==> config.mk <==
export PLATFORM = sky130hd
export DESIGN_NAME = trib_rate_gen
export DESIGN_NICKNAME = d
export VERILOG_FILES = /design/src/rtl/trib_rate_pkg.sv /design/src/rtl/rate_step_sel.sv /design/src/rtl/phase_wrap_acc.sv /design/src/rtl/trib_rate_gen.sv
export SDC_FILE = /design/constraint.sdc
export NUM_CORES = 1
export LEC_CHECK = 0
export ABC_AREA = 1
export CORE_AREA = 2 2 77 79
export CTS_CLUSTER_DIAMETER = 40
export DETAILED_ROUTE_END_ITERATION = 6
export DIE_AREA = 0 0 79 81
export DONT_BUFFER_PORTS = 1
export PLACE_DENSITY_LB_ADDON = 0.2
export SYNTH_ARGS = -nofsm -noshare
export SYNTH_HDL_FRONTEND = slang
export SYNTH_SLANG_ARGS = --single-unit
export TNS_END_PERCENT = 20
==> constraint.sdc <==
create_clock -name clk -period 3.4 [get_ports clk]
set_clock_uncertainty 0.05 [all_clocks]
set_input_delay 0.17 -clock clk [delete_from_list [all_inputs] [get_ports clk]]
set_output_delay 0.17 -clock clk [all_outputs]
set_load 0.05 [all_outputs]
==> src/rtl/trib_rate_pkg.sv <==
package trib_rate_pkg;
  typedef enum logic [1:0] {
    MODE_DS3_FRAMED = 2'd0,
    MODE_DS3_CBIT   = 2'd1,
    MODE_E3         = 2'd2,
    MODE_E3_ALT     = 2'd3
  } line_mode_e;
endpackage

==> src/rtl/rate_step_sel.sv <==
// Chooses the per-edge phase step and the wrap modulus for the current mode.
module rate_step_sel #(
  parameter int unsigned FRAC_W  = 8,
  parameter int unsigned DS3_PAY = 672,
  parameter int unsigned DS3_LEN = 4760,
  parameter int unsigned E3_PAY  = 378,
  parameter int unsigned E3_LEN  = 1536,
  parameter int unsigned ACC_W   = 22
) (
  input  logic [1:0]        mode_i,
  input  logic [FRAC_W-1:0] stuff_i,
  output logic [ACC_W-1:0]  step_o,
  output logic [ACC_W-1:0]  modulus_o
);
  import trib_rate_pkg::*;

  localparam int unsigned ONE = 2 ** FRAC_W;
  localparam logic [ACC_W-1:0] DS3_FULL  = ACC_W'(DS3_PAY * ONE);
  localparam logic [ACC_W-1:0] DS3_FIXED = ACC_W'((DS3_PAY - 1) * ONE);
  localparam logic [ACC_W-1:0] E3_FULL   = ACC_W'(E3_PAY * ONE);
  localparam logic [ACC_W-1:0] DS3_MOD   = ACC_W'(DS3_LEN * ONE);
  localparam logic [ACC_W-1:0] E3_MOD    = ACC_W'(E3_LEN * ONE);

  logic [ACC_W-1:0] stuff_ext;
  assign stuff_ext = ACC_W'(stuff_i);

  always_comb begin
    unique case (line_mode_e'(mode_i))
      MODE_DS3_FRAMED: begin
        step_o    = DS3_FULL - stuff_ext;
        modulus_o = DS3_MOD;
      end
      MODE_DS3_CBIT: begin
        // full stuffing: programmed fraction is not used
        step_o    = DS3_FIXED;
        modulus_o = DS3_MOD;
      end
      default: begin
        step_o    = E3_FULL - stuff_ext;
        modulus_o = E3_MOD;
      end
    endcase
  end
endmodule

==> src/rtl/phase_wrap_acc.sv <==
// Modular phase accumulator with a registered wrap pulse.
module phase_wrap_acc #(
  parameter int unsigned ACC_W = 22
) (
  input  logic             clk,
  input  logic             rst_n,
  input  logic [ACC_W-1:0] step_i,
  input  logic [ACC_W-1:0] modulus_i,
  output logic [ACC_W-1:0] acc_o,
  output logic             wrap_o
);
  logic [ACC_W-1:0] acc_q;
  logic [ACC_W-1:0] sum;
  logic             hit;

  assign sum = acc_q + step_i;
  assign hit = (sum >= modulus_i);

  always_ff @(posedge clk or negedge rst_n) begin
    if (!rst_n) begin
      acc_q  <= '0;
      wrap_o <= 1'b0;
    end else begin
      acc_q  <= hit ? (sum - modulus_i) : sum;
      wrap_o <= hit;
    end
  end

  assign acc_o = acc_q;
endmodule

==> src/rtl/trib_rate_gen.sv <==
module trib_rate_gen #(
  parameter int unsigned FRAC_W  = 8,
  parameter int unsigned DS3_PAY = 672,
  parameter int unsigned DS3_LEN = 4760,
  parameter int unsigned E3_PAY  = 378,
  parameter int unsigned E3_LEN  = 1536
) (
  input  logic              clk,
  input  logic              rst_n,
  input  logic [1:0]        mode_sel,
  input  logic [FRAC_W-1:0] stuff_rate,
  output logic              rate_en
);
  localparam int unsigned LEN_MAX = (DS3_LEN > E3_LEN) ? DS3_LEN : E3_LEN;
  localparam int unsigned MOD_MAX = LEN_MAX * (2 ** FRAC_W);
  localparam int unsigned ACC_W   = $clog2(2 * MOD_MAX);

  logic [ACC_W-1:0] step_w;
  logic [ACC_W-1:0] modulus_w;
  logic [ACC_W-1:0] acc_q;

  rate_step_sel #(
    .FRAC_W(FRAC_W), .DS3_PAY(DS3_PAY), .DS3_LEN(DS3_LEN),
    .E3_PAY(E3_PAY), .E3_LEN(E3_LEN), .ACC_W(ACC_W)
  ) u_sel (
    .mode_i   (mode_sel),
    .stuff_i  (stuff_rate),
    .step_o   (step_w),
    .modulus_o(modulus_w)
  );

  phase_wrap_acc #(.ACC_W(ACC_W)) u_acc (
    .clk      (clk),
    .rst_n    (rst_n),
    .step_i   (step_w),
    .modulus_i(modulus_w),
    .acc_o    (acc_q),
    .wrap_o   (rate_en)
  );
endmodule

# Word level (Yosys, flattened, before mapping)
# Cells that the tools add are included.
# totals
input_bits,12
ff_bits,23
# classes
n_eq_ne,1
n_reduce_logical,2
muxes,3
addsub,4
n_lt_le_gt_ge,1
# ops
cell,n
$pmux 22 s2,1
$add 22x22->22,1
$ge 22x21->1,1
$mux 22,1
$sub 22x21->22,1
$mux 21,1
$sub 18x8->19 const A,1
$sub 17x8->18 const A,1
$eq 2x1->1 const B,1
$logic_not 2->1,1
$reduce_or 2->1,1

# Depth between registers and ports, before layout
# Gate-level depths: netlist of the first run.
# depth
ltp_word,5
mapped_depth,33
depth_no_buf,32

# Cells and area by module
# A second synthesis of the first run with hierarchy kept.
# unflattened
hier_cells,834
area_unflattened_um2,4682.0
# modules_own_cells
module,cells_per_inst,seq_area_each_um2,instances,area_per_inst_um2
phase_wrap_acc,739,575.6,1,4161.5
rate_step_sel,95,0.0,1,520.5

# Worst setup path after synthesis of the first run
# OpenSTA, ideal clock, no wires.
# synth_timing
path_type,in2reg
start,input port stuff_rate[2]
end,"register u_acc.acc_q[11], in the netlist u_acc.acc_o[11]"
arrival_time_ns,3.640
setup_slack_ns,-0.407
path_buffers,1
path_stages,32
required_ns,3.233
cell_sequence,nor3_1 nand2_1 nor2_1 inv_1 nor2_1 inv_1 o21ai_0 o21ai_0 ha_1 nand2_1 inv_2 nand2_1 nor3_1 nand2_1 nand2_1 nand3_1 nand2_1 nand3_1 xnor2_1 ha_1 nand3_1 nor2_1 nand3_1 nor2_1 nand2_1 nor2_1 nand3_1 nor2_2 nor2_4 buf_4 nand3b_1 nand2_1
# synth_via
elab_chain_cells,5
# synth_lines
element,line_no,source
start: declaration,trib_rate_gen.sv:11,"input logic [FRAC_W-1:0] stuff_rate,"
$sub 18x8->19 or $sub 17x8->18 (tied branches),"rate_step_sel.sv:30, rate_step_sel.sv:39",
$pmux 22 s2 *,rate_step_sel.sv:28,unique case (line_mode_e'(mode_i))
$add 22x22->22 *,phase_wrap_acc.sv:16,assign sum = acc_q + step_i;
$sub 22x21->22 or $ge 22x21->1 (tied branches),"phase_wrap_acc.sv:24, phase_wrap_acc.sv:17",
$mux 22 *,phase_wrap_acc.sv:24,acc_q <= hit ? (sum - modulus_i) : sum;
end signal: assignment,phase_wrap_acc.sv:24,
end: declaration,phase_wrap_acc.sv:12,logic [ACC_W-1:0] acc_q;
# Every way passes the cells marked *; elsewhere a longest branch is shown, timed or not.

# Worst setup path after layout of the first run
# layout_timing
start,input port stuff_rate[0]
end,"register u_acc.acc_q[13], in the netlist u_acc.acc_o[13]"
# Same word-level chain as after synthesis.

==> results of run 1 <==
final cells by class:
class	instances	area share
sequential	23	0.159
timing repair buffer	89	0.189
clock buffer	4	0.0125
tap	75	0.0260
inverter	74	0.0768
multi-input combinational	336	0.537
tightest hold or removal path, cell delays in order:
cell,delay (ps)
fa_1,150
nand2_1,50
nand2_1,60
cell usage in the layout, fill, tap and decap left out, drive strengths merged:
cell	count
ha	24
inv	74
clkbuf	4
and2	1
a21oi	21
nand4	3
o21bai	1
xor2	10
nand3	37
fa	2
dfrtp	23
nor2	46
a31oi	2
nand3b	8
buf	88
or2	1
nand2	159
o21ai	7
nor3	7
xnor2	7
dlygate4sd3	1
state kept, by name, summed over array words and instances, names as in the netlist:
register,count
u_acc.wrap_o,1
u_acc.acc_o,22
synth_stat cells:
library cell,number
xor2_1,10
or2_4,1
nand3b_4,1
nor3_1,7
o21bai_1,1
clkbuf_1,1
o21ai_0,7
dfrtp_1,23
nand3_1,35
buf_4,1
nand2_2,6
nor2_1,40
nand4_2,1
buf_2,1
and2_1,1
xnor2_1,7
nand3b_1,7
buf_6,1
nor2_2,4
nand4_1,2
nand3_2,2
ha_1,24
fa_1,2
a21oi_1,21
inv_2,6
a31oi_1,2
nor2_4,2
nand2_1,153
inv_1,68
how the worst max path moves through the flow:
stage                       start                        end  slack, ps  cells past startpoint
finish              stuff_rate[0]  u_acc.acc_o[13]$_DFF_PN0_        -70                     29
global route        stuff_rate[2]  u_acc.acc_o[11]$_DFF_PN0_       -380                     32
CTS                 stuff_rate[2]  u_acc.acc_o[13]$_DFF_PN0_        -90                     32
detailed placement  stuff_rate[2]  u_acc.acc_o[21]$_DFF_PN0_       -490                     32
global placement    stuff_rate[2]  u_acc.acc_o[21]$_DFF_PN0_       -330                     28
floorplan           stuff_rate[2]  u_acc.acc_o[11]$_DFF_PN0_       -200                     32
stage by stage:
step           hold slack (ps)  area (um^2)   util  TNS [ps]
3_3_place_gp              -175         3380  0.596     -3630
3_5_place_dp              -175         3380  0.596     -5510
5_1_grt                    162         3610  0.637     -4160
4_1_cts                    127         3520  0.620      -837
6_report                   140         3610  0.637      -511
2_1_floorplan             -176         2700      -     -2230
repair_timing:
action,CTS,global route
pin swaps,9,13
setup buffers,5,2
hold buffers,1,0
endpoints found under the hold margin,23,0
resized for setup,13,15
setup endpoints to repair,12,12
metal layers:
layer / share of wire / wire [um] / vias to the layer above / global-route usage
met2: 0.51 / 3590 / 45 / 0.453
li1: - / - / 1540 / -
met4: 0.018 / 126 / 0 / 0.0845
met3: 0.022 / 156 / 9 / 0.0178
met5: 0 / 0 / - / 0
met1: 0.45 / 3180 / 1314 / 0.284
cell families after synthesis:
family / share of synthesized area
compound gates: 0.0597
xor+xnor: 0.0555
fa+ha+maj: 0.127
buf+inv: 0.114
flops: 0.215
simple gates: 0.430
==> flow_summary.toml, run 1 <==
[hold_path]
min_to = "u_acc.acc_o[12]$_DFF_PN0_"
hold_depth = 3
hp-start = "mode_sel[1]"
min_path_type = "in -> reg"

[cells_and_area]
multi_input_area_mm2 = 0.00194
stdcell_count = 601
drive_gt1_frac = 0.266
nFillCells = 534
antenna_cells = 0
regArea_um2 = 576
final_nets = 565
area_delta_synth_final_pct = 34.7

[critical_path]
required_ps = 3520
critPathMaxFanout = 10
worstSetupEndpointType = "flip-flop"
max_stage_delay_ps = 340
worstPathBufferInverterCount = 5
crit_family = "simple AND/OR/NAND/NOR gates"
ff2ff_setup_slack_ps = 10
crit_path_start_kind = "input pin"
crit_top_cell = "nand2_1"
cp.arrival_ps = 3590
crit_path_top_delay_cell = "ha_1"
rr_endpoint = "u_acc.acc_o[16]$_DFF_PN0_"
path_class = "in -> reg"
r2r-start = "u_acc.acc_o[0]$_DFF_PN0_"
ff2ff_path_depth = 25

[yosys]
synth_top_area_cell = "dfrtp_1"
yosysSeqAreaShare = 0.215
syn_inst = 437
avgSynthCellArea_um2 = 6.14
syn_nets = 475
synth.top_cell.area_share = 0.215
synth_area_leaders = "dfrtp_1 (21%), nand2_1 (21%), ha_1 (11%), inv_1 (9.5%), nand3_1 (6.5%)"
ys_types = 29
ys_ff_latch = 23
yosys_warnings = 0
synth.cell_area_mm2 = 0.00268

[floorplan]
ios = 13
core_area_mm2 = 0.00568
rows = 28
die_height_um = 81
initial_core_util = 0.473
dieArea_mm2 = 0.00640
fp.dieW_um = 79

[timing]
hold_viol_final = 0
fin_crit_sh = 1.02
fin_ws_ps = -70.4
post-route-min-period_ps = 3470
max_clock_freq_mhz = 288
setup_viol = 10
drv_slew = 0
timing.slew.headroom = 0.299
rsz0062_at_grt = "yes"
worst_pin_slew_ps = 1050

[placement]
dp_slack_ps = -486
dpl.hpwl_mm = 5.91
post-place-cells = 589
place.gp.congestion = 0.943
io_buffers = 0

[run_status]
violations = "setup timing"
outcome = "finished with violations"

[drt]
firstDrtPassIters = 4
post_drt_wl_per_cell_um = 11.7
remaining_drc_errors = 0
antenna_left = 0
vias = 2908
wl_mm = 7.05
first_iter_violations = 126
drt-vias-per-instance = 4.84

[global_routing]
antenna_found_initial = 0
grtUsageTotal = 0.239
first_global_vias = 2842
grt_first_pass_wirelength_mm = 12.1
grt-ovfl-total = 0
grt_max_degree = 24

[clocking]
cts.htree.levels = 1
cts_tree = "yes"
cts_buffer_depth = 2
cts-buffers-inserted = 3
clkSlewWorstSetupHoldPaths_ps = 90
insertion_delay_ps = 270
cts_sinks = 23
clock-root-buffer = "clkbuf_8"

[job]
cap_violations = 0
Power of run 1 is left out: the tool's default activity adds up to more than one toggle a clock period on the data nets, which glitch-free logic cannot reach.
==> inputs of run 2 (changes only) <==
--- a/config.mk
+++ b/config.mk
@@ -11,8 +11,7 @@
 export DETAILED_ROUTE_END_ITERATION = 6
 export DIE_AREA = 0 0 79 81
 export DONT_BUFFER_PORTS = 1
-export PLACE_DENSITY_LB_ADDON = 0.2
 export SYNTH_ARGS = -nofsm -noshare
 export SYNTH_HDL_FRONTEND = slang
 export SYNTH_SLANG_ARGS = --single-unit
-export TNS_END_PERCENT = 20
+export TNS_END_PERCENT = 100
==> flow_summary.toml, run 2 (synthesis gave the netlist of run 1 again) <==
[run_status]
outcome = "finished with violations"
violations = "setup timing"

[timing]
rsz0062_at_grt = "yes"
finalHoldWorstSlack_ps = 127
max_clock_freq_mhz = 286
worst_pin_slew_ps = 1070
post-route-min-period_ps = 3490
setup_viol = 11
fin_ws_ps = -90.7
drv_slew = 0
fin_crit_sh = 1.03
timing.slew.headroom = 0.286
hold_viol_final = 0

[cells_and_area]
final_nets = 567
area_delta_synth_final_pct = 35.0
final_cell_mix = "nand2_1 (147), buf_4 (88), inv_1 (66), nor2_1 (36), nand3_1 (29)"
largest_reg_flops = 22
stdcell_count = 603
drive_gt1_frac = 0.273
final_common_cell = "nand2_1"
post-route-util = 0.638
antenna_cells = 0

[clocking]
cts-buffers-inserted = 3
clock-root-buffer = "clkbuf_8"
cts_tree = "yes"
insertion_delay_ps = 270
cts_sinks = 23
clkSlewWorstSetupHoldPaths_ps = 90
cts_buffer_depth = 2
cts.htree.levels = 1

[hold_path]
hp-start = "mode_sel[1]"
min_path_type = "in -> reg"
hold_depth = 3
min_to = "u_acc.acc_o[12]$_DFF_PN0_"

[drt]
remaining_drc_errors = 0
firstDrtPassIters = 4
post_drt_wl_per_cell_um = 12.0
first_iter_violations = 85
drt-vias-per-instance = 4.84
wl_mm = 7.27
antenna_left = 0
vias = 2920

[critical_path]
required_ps = 3510
crit_path_start_kind = "input pin"
worstSetupEndpointType = "flip-flop"
ff2ff_path_depth = 19
rr_endpoint = "u_acc.acc_o[13]$_DFF_PN0_"
cp.arrival_ps = 3600
critPathMaxFanout = 10
path_class = "in -> reg"
r2r-start = "u_acc.acc_o[0]$_DFF_PN0_"
ff2ff_setup_slack_ps = 0

[floorplan]
rows = 28
core_area_mm2 = 0.00568
fp.dieW_um = 79
die_height_um = 81
dieArea_mm2 = 0.00640
initial_core_util = 0.473
ios = 13

[placement]
place.gp.congestion = 0.906
dpl.hpwl_mm = 6.07
io_buffers = 0
post-place-cells = 590

[global_routing]
grt_first_pass_wirelength_mm = 12.2
first_global_vias = 2803
grtUsageTotal = 0.242
antenna_found_initial = 0
grt-ovfl-total = 0
grt_max_degree = 24

[job]
cap_violations = 0
[run 2: changes by cell type in the layout (fill, tap and decap cells not counted), moves of 2 or more]
cell	delta
a21oi_1	-4
nand2_1	-3
xnor2_2	-2
nand3_1	+2
xnor2_1	+2
a21oi_2	+4
nand2_2	+3
nand3_2	-2
[run 2: area by class of cell]
type | count | area (um^2)
fill | 566 | 2050
multi-input combinational | 336 | 1930
tap | 75 | 93.8
inverter | 74 | 278
clock buffer | 4 | 45.0
sequential | 23 | 576
timing repair buffer | 91 | 702
[run 2: metrics by stage]
step	instance area, um^2	setup WS, ps	setup TNS [ps]
5_1_grt	3620	-436	-4880
6_report	3620	-90.7	-814
2_1_floorplan	2700	-203	-2230
4_1_cts	3560	-157	-1700
3_5_place_dp	3390	-526	-6020
3_3_place_gp	3390	-356	-4110
[run 2: timing repair]
item,4_1_cts,5_1_grt
endpoints found under the hold margin,23,0
setup buffers,7,1
endpoints found under the setup margin,12,12
gates resized for setup,14,18
pin swaps,21,17
hold buffers,1,0
[run 2: worst max-delay path by stage]
stage / startpoint / to / slack [ps] / cells past startpoint
2_1_floorplan: stuff_rate[2] / u_acc.acc_o[11]$_DFF_PN0_ / -200 / 32
5_1_grt: stuff_rate[2] / u_acc.acc_o[13]$_DFF_PN0_ / -440 / 32
3_5_place_dp: stuff_rate[2] / u_acc.acc_o[21]$_DFF_PN0_ / -530 / 32
6_report: stuff_rate[2] / u_acc.acc_o[13]$_DFF_PN0_ / -90 / 26
4_1_cts: stuff_rate[0] / u_acc.acc_o[13]$_DFF_PN0_ / -160 / 32
3_3_place_gp: stuff_rate[2] / u_acc.acc_o[21]$_DFF_PN0_ / -360 / 28
[run 2: critical path, stage by stage]
cell	delay [ps]
nor3_4	200
nand2_1	90
nor2_2	110
buf_4	120
buf_4	90
buf_4	90
a21oi_2	50
nor3_2	150
ha_1	280
nand2_1	100
inv_1	70
a21oi_2	140
nand2_2	70
buf_4	130
buf_4	130
a31oi_1	160
xnor2_1	140
ha_1	320
nand3_1	120
nor2_4	180
nand2_1	110
nand3_2	130
nand3_2	110
buf_4	200
nand3b_1	80
nand2_1	50
[run 2: routing by layer]
layer / up-vias / routed length, um / track usage
met5: - / 0 / 0
met1: 1328 / 3240 / 0.289
met2: 38 / 3760 / 0.468
met3: 9 / 150 / 0.0200
met4: 0 / 112 / 0.0638
li1: 1545 / - / -
Power of run 2 is left out for the same reason.
